File: src/rtl/tdm_sel_pkg.sv
package tdm_sel_pkg;

    localparam int LANE_W = 8;
    localparam int IDX_W  = $clog2(LANE_W);

    // One event per serial edge of a direction, as seen by a lane
    typedef struct packed {
        logic             tick;   // active edge of this direction
        logic             hit;    // edge falls inside the selected slot
        logic             first;  // first bit time of the slot
        logic             last;   // last bit time of the slot
        logic [IDX_W-1:0] pos;    // byte bit position after order mapping
    } slot_evt_t;

    // Map the k-th bit time of a slot onto a byte bit position
    function automatic logic [IDX_W-1:0] lane_pos(input logic [IDX_W-1:0] idx,
                                                  input logic             lsb_first);
        logic [IDX_W-1:0] top_idx;
        top_idx = IDX_W'(LANE_W - 1);
        return lsb_first ? idx : (top_idx - idx);
    endfunction

endpackage

File: src/rtl/tdm_edge_sync.sv
module tdm_edge_sync #(
    parameter int STAGES = 2
) (
    input  logic clk,
    input  logic rst_n,
    input  logic sclk,
    input  logic fsync,
    input  logic sdata,
    output logic fs_s,
    output logic sd_s,
    output logic rise,
    output logic fall
);
    localparam int WARM   = STAGES + 1;
    localparam int WARM_W = $clog2(WARM + 1);

    typedef struct packed {
        logic [STAGES-1:0] ck;
        logic [STAGES-1:0] fs;
        logic [STAGES-1:0] sd;
        logic              ck_prev;
        logic [WARM_W-1:0] warm;
    } sync_st_t;

    sync_st_t st_d, st_q;
    logic     ready;

    always_comb begin
        st_d         = st_q;
        st_d.ck      = {st_q.ck[STAGES-2:0], sclk};
        st_d.fs      = {st_q.fs[STAGES-2:0], fsync};
        st_d.sd      = {st_q.sd[STAGES-2:0], sdata};
        st_d.ck_prev = st_q.ck[STAGES-1];
        ready        = (st_q.warm == WARM_W'(WARM));
        if (!ready) begin
            st_d.warm = st_q.warm + 1'b1;
        end
    end

    always_ff @(posedge clk or negedge rst_n) begin
        if (!rst_n) begin
            st_q <= '0;
        end else begin
            st_q <= st_d;
        end
    end

    // All three inputs pass through the same depth, so they stay aligned
    assign fs_s = st_q.fs[STAGES-1];
    assign sd_s = st_q.sd[STAGES-1];
    assign rise = ready &  st_q.ck[STAGES-1] & ~st_q.ck_prev;
    assign fall = ready & ~st_q.ck[STAGES-1] &  st_q.ck_prev;

endmodule

File: src/rtl/tdm_slot_locator.sv
module tdm_slot_locator
    import tdm_sel_pkg::*;
#(
    parameter int SLOT_W = 6
) (
    input  logic              clk,
    input  logic              rst_n,
    input  logic              tick,
    input  logic              fs_act,
    input  logic              hwy_en,
    input  logic              lsb_first,
    input  logic [IDX_W-1:0]  bit_off,
    input  logic [SLOT_W-1:0] slot_off,
    output slot_evt_t         evt
);
    localparam int CNT_W = SLOT_W + IDX_W + 1;
    localparam logic [CNT_W-1:0] CNT_MAX = '1;

    typedef struct packed {
        logic [CNT_W-1:0] cnt;
        logic             fs_prev;
    } loc_st_t;

    loc_st_t          st_d, st_q;
    logic             fs_start;
    logic [CNT_W-1:0] cnt_now;
    logic [CNT_W-1:0] start;
    logic [CNT_W-1:0] rel;
    logic             in_win;
    logic [IDX_W-1:0] idx;

    always_comb begin
        st_d     = st_q;
        fs_start = hwy_en & fs_act & ~st_q.fs_prev;
        start    = CNT_W'({slot_off, bit_off});

        cnt_now = '0;
        if (!hwy_en) begin
            cnt_now[IDX_W-1:0] = st_q.cnt[IDX_W-1:0] + 1'b1;
        end else if (fs_start) begin
            cnt_now = '0;
        end else if (st_q.cnt == CNT_MAX) begin
            cnt_now = CNT_MAX;
        end else begin
            cnt_now = st_q.cnt + 1'b1;
        end

        rel = cnt_now - start;
        if (hwy_en) begin
            in_win = (cnt_now >= start) && (rel < CNT_W'(LANE_W));
            idx    = rel[IDX_W-1:0];
        end else begin
            in_win = 1'b1;
            idx    = cnt_now[IDX_W-1:0];
        end

        evt.tick  = tick;
        evt.hit   = tick & in_win;
        evt.first = (idx == '0);
        evt.last  = (idx == IDX_W'(LANE_W - 1));
        evt.pos   = lane_pos(idx, lsb_first);

        if (tick) begin
            st_d.cnt     = cnt_now;
            st_d.fs_prev = fs_act;
        end
    end

    always_ff @(posedge clk or negedge rst_n) begin
        if (!rst_n) begin
            st_q.cnt     <= CNT_MAX;
            st_q.fs_prev <= 1'b0;
        end else begin
            st_q <= st_d;
        end
    end

endmodule

File: src/rtl/tdm_rx_lane.sv
module tdm_rx_lane
    import tdm_sel_pkg::*;
(
    input  logic              clk,
    input  logic              rst_n,
    input  slot_evt_t         evt,
    input  logic              sd,
    input  logic              hwy_en,
    input  logic [LANE_W-1:0] mask,
    output logic [LANE_W-1:0] rx_byte,
    output logic              rx_valid
);
    typedef struct packed {
        logic [LANE_W-1:0] acc;
        logic [LANE_W-1:0] data;
        logic              valid;
    } rx_st_t;

    rx_st_t            st_d, st_q;
    logic [LANE_W-1:0] acc_new;
    logic              bit_v;

    always_comb begin
        st_d       = st_q;
        st_d.valid = 1'b0;
        acc_new    = evt.first ? '0 : st_q.acc;
        bit_v      = sd & (mask[evt.pos] | ~hwy_en);
        acc_new[evt.pos] = bit_v;
        if (evt.tick && evt.hit) begin
            st_d.acc = acc_new;
            if (evt.last) begin
                st_d.data  = acc_new;
                st_d.valid = 1'b1;
            end
        end
    end

    always_ff @(posedge clk or negedge rst_n) begin
        if (!rst_n) begin
            st_q <= '0;
        end else begin
            st_q <= st_d;
        end
    end

    assign rx_byte  = st_q.data;
    assign rx_valid = st_q.valid;

endmodule

File: src/rtl/tdm_tx_lane.sv
module tdm_tx_lane
    import tdm_sel_pkg::*;
(
    input  logic              clk,
    input  logic              rst_n,
    input  slot_evt_t         evt,
    input  logic              hwy_en,
    input  logic [LANE_W-1:0] mask,
    input  logic [LANE_W-1:0] tx_byte,
    output logic              tx_sd,
    output logic              tx_oe,
    output logic              tx_slot_act,
    output logic              tx_take
);
    typedef struct packed {
        logic [LANE_W-1:0] hold;
        logic              sd;
        logic              oe;
        logic              act;
        logic              take;
    } tx_st_t;

    tx_st_t            st_d, st_q;
    logic [LANE_W-1:0] cur;
    logic              live;

    always_comb begin
        st_d      = st_q;
        st_d.take = 1'b0;
        cur       = evt.first ? tx_byte : st_q.hold;
        live      = mask[evt.pos] | ~hwy_en;
        if (evt.tick) begin
            if (evt.hit) begin
                if (evt.first) begin
                    st_d.hold = tx_byte;
                    st_d.take = 1'b1;
                end
                st_d.oe  = live;
                st_d.sd  = live & cur[evt.pos];
                st_d.act = hwy_en;
            end else begin
                st_d.oe  = 1'b0;
                st_d.sd  = 1'b0;
                st_d.act = 1'b0;
            end
        end
    end

    always_ff @(posedge clk or negedge rst_n) begin
        if (!rst_n) begin
            st_q <= '0;
        end else begin
            st_q <= st_d;
        end
    end

    assign tx_sd       = st_q.sd;
    assign tx_oe       = st_q.oe;
    assign tx_slot_act = st_q.act;
    assign tx_take     = st_q.take;

endmodule

File: src/rtl/tdm_slot_sel.sv
module tdm_slot_sel
    import tdm_sel_pkg::*;
#(
    parameter int SLOT_W      = 6,
    parameter int SYNC_STAGES = 2
) (
    input  logic              clk,
    input  logic              rst_n,
    input  logic              hwy_en,
    input  logic              fs_pol,
    input  logic              tx_edge_inv,
    input  logic              rx_edge_inv,
    input  logic              tx_lsb_first,
    input  logic              rx_lsb_first,
    input  logic [2:0]        tx_bit_off,
    input  logic [SLOT_W-1:0] tx_slot_off,
    input  logic [7:0]        tx_mask,
    input  logic [2:0]        rx_bit_off,
    input  logic [SLOT_W-1:0] rx_slot_off,
    input  logic [7:0]        rx_mask,
    input  logic              sclk,
    input  logic              fsync,
    input  logic              rx_sd,
    input  logic [7:0]        tx_byte,
    output logic              tx_sd,
    output logic              tx_oe,
    output logic              tx_slot_act,
    output logic              tx_take,
    output logic [7:0]        rx_byte,
    output logic              rx_valid
);
    logic      fs_s, sd_s, ck_rise, ck_fall;
    logic      fs_act;
    logic      tx_tick, rx_tick;
    slot_evt_t tx_evt, rx_evt;

    tdm_edge_sync #(.STAGES(SYNC_STAGES)) u_sync (
        .clk   (clk),
        .rst_n (rst_n),
        .sclk  (sclk),
        .fsync (fsync),
        .sdata (rx_sd),
        .fs_s  (fs_s),
        .sd_s  (sd_s),
        .rise  (ck_rise),
        .fall  (ck_fall)
    );

    assign fs_act  = fs_s ^ fs_pol;
    assign tx_tick = tx_edge_inv ? ck_rise : ck_fall;
    assign rx_tick = rx_edge_inv ? ck_fall : ck_rise;

    tdm_slot_locator #(.SLOT_W(SLOT_W)) u_tx_loc (
        .clk       (clk),
        .rst_n     (rst_n),
        .tick      (tx_tick),
        .fs_act    (fs_act),
        .hwy_en    (hwy_en),
        .lsb_first (tx_lsb_first),
        .bit_off   (tx_bit_off),
        .slot_off  (tx_slot_off),
        .evt       (tx_evt)
    );

    tdm_slot_locator #(.SLOT_W(SLOT_W)) u_rx_loc (
        .clk       (clk),
        .rst_n     (rst_n),
        .tick      (rx_tick),
        .fs_act    (fs_act),
        .hwy_en    (hwy_en),
        .lsb_first (rx_lsb_first),
        .bit_off   (rx_bit_off),
        .slot_off  (rx_slot_off),
        .evt       (rx_evt)
    );

    tdm_tx_lane u_tx (
        .clk         (clk),
        .rst_n       (rst_n),
        .evt         (tx_evt),
        .hwy_en      (hwy_en),
        .mask        (tx_mask),
        .tx_byte     (tx_byte),
        .tx_sd       (tx_sd),
        .tx_oe       (tx_oe),
        .tx_slot_act (tx_slot_act),
        .tx_take     (tx_take)
    );

    tdm_rx_lane u_rx (
        .clk      (clk),
        .rst_n    (rst_n),
        .evt      (rx_evt),
        .sd       (sd_s),
        .hwy_en   (hwy_en),
        .mask     (rx_mask),
        .rx_byte  (rx_byte),
        .rx_valid (rx_valid)
    );

endmodule

File: config.mk
export PLATFORM = sky130hd
export DESIGN_NAME = tdm_slot_sel
export DESIGN_NICKNAME = d
export VERILOG_FILES = /design/src/rtl/tdm_sel_pkg.sv /design/src/rtl/tdm_edge_sync.sv /design/src/rtl/tdm_slot_locator.sv /design/src/rtl/tdm_rx_lane.sv /design/src/rtl/tdm_tx_lane.sv /design/src/rtl/tdm_slot_sel.sv
export SDC_FILE = /design/constraint.sdc
export NUM_CORES = 1
export LEC_CHECK = 0
export CORE_MARGIN = 2
export CORE_UTILIZATION = 60
export DETAILED_ROUTE_END_ITERATION = 10
export DONT_BUFFER_PORTS = 1
export HOLD_SLACK_MARGIN = 0.03
export PLACE_DENSITY = 0.74
export SYNTH_ARGS = -nofsm -noshare
export SYNTH_HDL_FRONTEND = slang
export SYNTH_SLANG_ARGS = --single-unit
File: constraint.sdc
create_clock -name clk -period 6 [get_ports clk]
set_input_delay 0.3 -clock clk [delete_from_list [all_inputs] [get_ports clk]]
set_output_delay 0.3 -clock clk [all_outputs]
set_load 0.005 [all_outputs]
# Yosys cells after proc, flatten, opt, wreduce, memory -nomap -nowiden
# Cells that the tools add are included.
# op_classes
n_addsub	9
mul	0
n_div	0
order_cmp	7
n_eq_ne	4
shift	0
n_mux	33
bitwise_logic	19
reduce_logical	8
# op_table
cell	n
$mux 10	4
$mux 3	7
$add 10x1->10 const B	2
$eq 10x10->1 const B	2
$ge 10x9->1	2
$lt 10x4->1 const B	2
$sub 10x9->10	2
$mux 8	2
$mux 7	2
$mux 1	13
$and 1x1->1	11
$bmux 1 s3	3
$bwmux 8	1
$lt 3x4->1 const B	2
$add 3x1->3 const B	2
$logic_not 3->1	2
$sub 3x3->3 const A	2
$not 1->1	5
$logic_and 1x1->1	4
$reduce_and 2->1	2
$demux 1 s3	1
$eq 3x3->1 const B	1
$ge 3x1->1 const B	1
$add 2x1->2 const B	1
3 further kinds	4
# totals
register_bits	60
latch_bits	0
ram_bits	0
mem_bits_ro	0
input_bits	53
out_inout_bits	13
word_cells	97
mem_count	0

# Longest topological paths before layout
# depth
depth_word	14
ltp_mapped	16
ltp_nobuf	15

# Modules after synthesis
# Synthesis repeated with hierarchy kept, for this count alone.
# hier_totals
cells_unflattened	468
hier_area_um2	4560.6
# by_module_without_submodules
mod	instances	cells_per_inst	area_per_inst_um2	seq_area_each_um2
tdm_slot_locator at u_rx_loc	1	147	1241.2	287.8
tdm_slot_locator at u_tx_loc	1	142	1202.4	287.8
tdm_rx_lane	1	116	1138.6	425.4
tdm_tx_lane	1	46	661.9	300.3
tdm_edge_sync	1	14	281.5	225.2
tdm_slot_sel	1	3	35.0	0.0

# Least setup slack after synthesis
# Ideal clock, no wire load.
# synth_path
path_type	input to register
startpoint	input hwy_en
endpoint	register u_tx.st_q[10] (netlist name)
setup_ns	0.125
arrival_time_ns	3.979
t_required_ns	5.875
setup_slack_ns	1.896
cell_stages	16
n_path_buf	3
cell_sequence	buf_2 buf_2 buf_1 nand2b_1 nor2_1 a21o_1 ha_1 inv_1 fa_1 a21o_1 a2111oi_2 o22ai_1 nor4_1 nand4_2 a211oi_4 mux2_2
# synth_via
elab_chain_cells	10
word_cells_on_any_way	15
cone_classes	add/sub: 1; order compare: 2; mux: 6; bitwise: 3; reduce/logical: 3
# synth_rtl
element	line	source
start, declared	tdm_slot_sel.sv:9	input logic hwy_en,
$and 1x1->1 (2 in series)	tdm_slot_locator.sv:34	fs_start = hwy_en & fs_act & ~st_q.fs_prev;
$mux 10	tdm_slot_locator.sv:40	end else if (fs_start) begin
$mux 3 / $mux 7 (equally long branches)	tdm_slot_locator.sv:38	if (!hwy_en) begin
$sub 10x9->10	tdm_slot_locator.sv:48	rel = cnt_now - start;
$lt 10x4->1	tdm_slot_locator.sv:50	in_win = (cnt_now >= start) && (rel < CNT_W'(LANE_W));
$logic_and 1x1->1	tdm_slot_locator.sv:50	
$mux 1	tdm_slot_locator.sv:49	if (hwy_en) begin
$and 1x1->1	tdm_slot_locator.sv:58	evt.hit = tick & in_win;
$reduce_and 2->1 (no source line)	--	
end signal, assigned	tdm_tx_lane.sv:53	st_q <= st_d;
end, declared	tdm_tx_lane.sv:23	tx_st_t st_d, st_q;
# Several ways; a longest one is shown, not always the timed one.
# A chain may end at the register's enable or synchronous reset.

# Worst setup path after layout
# layout_path
startpoint	register u_rx_loc.st_q[1] (netlist name)
endpoint	register u_rx.st_q[14] (netlist name)
# layout_via
elab_chain_cells	13
word_cells_on_any_way	29
cone_classes	add/sub: 4; order compare: 4; eq/ne: 1; mux: 13; bitwise: 3; reduce/logical: 4
# layout_rtl
element	line	source
start, declared	tdm_slot_locator.sv:24	loc_st_t st_d, st_q;
start signal, assigned	tdm_slot_locator.sv:74	st_q <= st_d;
$add 10x1->10 / $eq 10x10->1 (equally long branches)	tdm_slot_locator.sv:45, tdm_slot_locator.sv:42	
$mux 10	tdm_slot_locator.sv:42	end else if (st_q.cnt == CNT_MAX) begin
$mux 10	tdm_slot_locator.sv:40	
$mux 3	tdm_slot_locator.sv:38	
$sub 10x9->10	tdm_slot_locator.sv:48	
$mux 3	tdm_slot_locator.sv:49	
$sub 3x3->3	tdm_sel_pkg.sv:20	return lsb_first ? idx : (top_idx - idx);
$mux 3	tdm_sel_pkg.sv:20	
$lt 3x4->1 (not written as such), or another cell as far along	tdm_rx_lane.sv:28	acc_new[evt.pos] = bit_v;
$logic_and 1x1->1 (not written as such) / $mux 1 (equally long branches)	tdm_rx_lane.sv:28, tdm_rx_lane.sv:27	
$mux 1 (not written as such) / $or 1x1->1 (equally long branches)	tdm_rx_lane.sv:28, tdm_rx_lane.sv:27	
$demux 1 s3 / $and 1x1->1 (equally long branches)	--	
$bwmux 8	tdm_rx_lane.sv:28	
end signal, assigned	tdm_rx_lane.sv:42	st_q <= st_d;
end, declared	tdm_rx_lane.sv:19	rx_st_t st_d, st_q;
# Several ways; a longest one is shown, not always the timed one. The select of a mux whose other input is x is not followed.

==> run metrics <==
Reg clk slew, reported paths 0.07 ns; FF+latch count, synth 60; Initial Util 0.629; Synth Instances 492; GRT Total Usage 0.251; Synth Net Count 568; Final nets ~570; Num CTS Buffers 9; required time of the critical path just over 6 ns; Worst slew margin 0.465; Hold WC Path Type in2reg; Sw Ratio 0.401; fill cell instance count of the final layout between 500 and 600; Setup TNS Final 0 ns; vias in the first global route roughly 3,600; # IOs 66; die area 0.00840 mm^2; pwr dens about 370 mW/mm^2; Layout area overhead 6.38%; largest net degree at the start of global routing between 60 and 70; routed wire length 10,300 um; Clk pwr share 0.201; RSZ-0062 raised after global routing no; GPL Wtd Cong 0.950; worst path arrival time 4.74 ns; Die Y around 92 um; max_cap viols 0; Achievable Freq approximately 0.22 GHz; grt total ovfl 0; Flop pwr share 0.321; Synth Flop Type dfrtp_1; CTS Sinks 60; H-tree Lvls 3; startpoint class of the critical path flop; most frequent cells in the layout nand2_1 (49), dfrtp_1 (40), mux2_2 (37); area of the core 0.00733 mm^2; Overall Power 1.83 mW; Slew Limit Fails 0; IO buf count 0; Worst Clk Skew 0.0104 ns; commonest non-fill, non-tap cell in the layout nand2_1; CP Max Fanout 11; Sw Pwr 0.735 mW; leak pwr 2.08 nW; CTS tree done; fin crit share 0.753; first-pass GRT wire length 17,200 um; Setup Crit Path Kind reg2reg; root buffer cell clkbuf_8; post-synthesis sequential area ratio 0.331; Rows 31; drt wl/cell 17.2 um; EDFF count, synth 0; setup violators final 0; Synth Warn # 0; Critical Path End Type flop; first-pass iteration count of the detailed router 4; post-synth cell types a little under 70; Layout Cells excl Fill about 600; hpwl dp 7630 um; Post-CTS Resized 0; maximum VDD drop 297 uV; ANT nets after route 0; Cell Int Power 1.10 mW; Period minus WS final 4.52 ns; DR vias/cell 6.29; async set-reset flop share out of synthesis 1.00; via count 3,740; Iteration-0 DRC Markers 190; Placed Cells incl. Taps between 500 and 600; number of antenna repair diodes 0; outcome completed; Mapped Avg Cell Area 9.37 um^2; width of the chip 91.7 um; Remaining DRCs 0; Worst-Margin Slew 0.802 ns; clock latency on the worst-skew pair 0.34 ns; initial antenna violation count 0; Post-Syn Area around 0.0046 mm^2; combinational share of power 0.478; clk buf depth 2; share of layout cells above drive strength 1 0.194; Fin. Hold Viols 0
-- Yosys cell counts (4+ instances only) --
cell type / count / area share
o211ai_1: 5 / 0.0081
nand4_1: 15 / 0.020
buf_2: 5 / 0.0054
a21oi_1: 32 / 0.035
ha_1: 21 / 0.057
inv_1: 29 / 0.024
buf_4: 8 / 0.013
nand3_1: 13 / 0.014
o21ai_0: 18 / 0.020
dfstp_2: 20 / 0.11
mux2i_1: 21 / 0.046
o21ai_1: 4 / 0.0043
and3b_1: 4 / 0.0076
o31ai_1: 4 / 0.0065
nor2_1: 26 / 0.021
dfrtp_1: 40 / 0.22
nor3_1: 8 / 0.0087
xor2_1: 13 / 0.025
or3_1: 4 / 0.0054
a21o_1: 6 / 0.0098
nand2_1: 49 / 0.040
o22ai_1: 5 / 0.0068
nand2b_1: 5 / 0.0068
xnor2_1: 11 / 0.021
nor2b_1: 5 / 0.0068
a31oi_1: 5 / 0.0068
mux2_2: 37 / 0.090
nor3b_1: 6 / 0.0098
o2111ai_1: 4 / 0.0076
-- state kept, by name (all words and copies together), names as in the netlist --
register	flops
u_tx.tx_sd	1
u_rx_loc.st_q	11
u_rx.rx_byte	8
u_tx.st_q	8
u_rx.st_q	8
u_sync.sd_s	1
u_sync.st_q	3
u_rx.rx_valid	1
u_tx.tx_slot_act	1
u_tx_loc.st_q	11
u_tx.tx_oe	1
u_sync.fs_s	1
u_tx.tx_take	1
u_sync.st_d	4
-- power groups by stage --
stage,clock network [mW],logic [mW],registers [mW]
after global routing,0.396,0.970,0.602
after floorplan,0,0.752,0.565
after detailed placement,0,0.849,0.596
after CTS,0.378,0.869,0.589
final,0.368,0.875,0.589
after global placement,0,0.828,0.589
-- metrics by stage --
stage / cell area [um^2] / utilization / setup slack [ns] / hold slack, ns
floorplan: 4610 / - / 1.90 / 0.00441
global route: 4900 / 0.669 / 1.16 / 0.0879
detailed placement: 4640 / 0.633 / 1.58 / 0.00628
CTS: 4900 / 0.669 / 1.55 / 0.0985
finish: 4900 / 0.669 / 1.48 / 0.110
global placement: 4640 / 0.633 / 1.71 / 0.00631
-- cell type report --
cell class,instances,area (um^2),share of cell area
well taps,99,124,0.0253
flip-flops and latches,60,1530,0.311
inverters,30,113,0.0230
repair buffers,6,75.1,0.0153
multi-input cells,384,2870,0.585
clock buffers,9,124,0.0253
clock inverters,7,75.1,0.0153
-- timing repair --
item	CTS	global route
setup buffers	0	0
hold buffers	5	0
endpoints found under the hold margin	63	0
setup endpoints to repair	0	0
-- critical path, stage by stage (launching register included) --
cell and delay [ns]:
dfstp_2 0.63, ha_1 0.29, nand4_1 0.16, nor2_1 0.17
nand3_1 0.14, a21o_1 0.21, ha_1 0.20, inv_1 0.08
fa_1 0.51, mux2i_1 0.29, xnor2_1 0.30, nor2_1 0.11
a311o_1 0.39, o31ai_2 0.41, o21ai_0 0.21, mux2_2 0.30
-- cell families (layout without fill, tap and decap cells) --
| family | after synthesis | count (layout) | share of synthesized area |
|---|---|---|---|
| flip-flops | 60 | 60 | 0.331 |
| XOR/XNOR | 25 | 25 | 0.0491 |
| adder cells (fa/ha/maj) | 23 | 23 | 0.0657 |
| AND/OR/NAND/NOR | 153 | 153 | 0.171 |
| AO/OA/AOI/OAI | 122 | 122 | 0.186 |
| multiplexers | 61 | 61 | 0.151 |
| buffers and inverters | 48 | 52 | 0.0470 |
-- worst paths after layout --
| path | start | to | slack (ns) | cells past startpoint |
|---|---|---|---|---|
| setup / recovery | u_rx_loc.st_q[1] | u_rx.st_q[14] | 1.48 | 15 |
| hold / removal | tx_byte[5] | u_tx.st_q[9] | 0.11 | 1 |
| setup reg to reg | u_rx_loc.st_q[1] | u_rx.st_q[14] | 1.48 | 15 |
| hold reg to reg | u_sync.st_d[4] | u_sync.sd_s | 0.35 | 0 |
| max in group asynchronous | rst_n | u_tx_loc.st_q[2] | 5.16 | 2 |
| min in group asynchronous | rst_n | u_tx_loc.st_q[0] | 0.54 | 2 |
-- metal layers --
metal  track usage  part of all wire
met5             0                 0
met4        0.0543             0.010
met3        0.0764             0.055
met2         0.411              0.48
met1         0.329              0.45
Note: power is estimated with default switching activity, not from simulation.
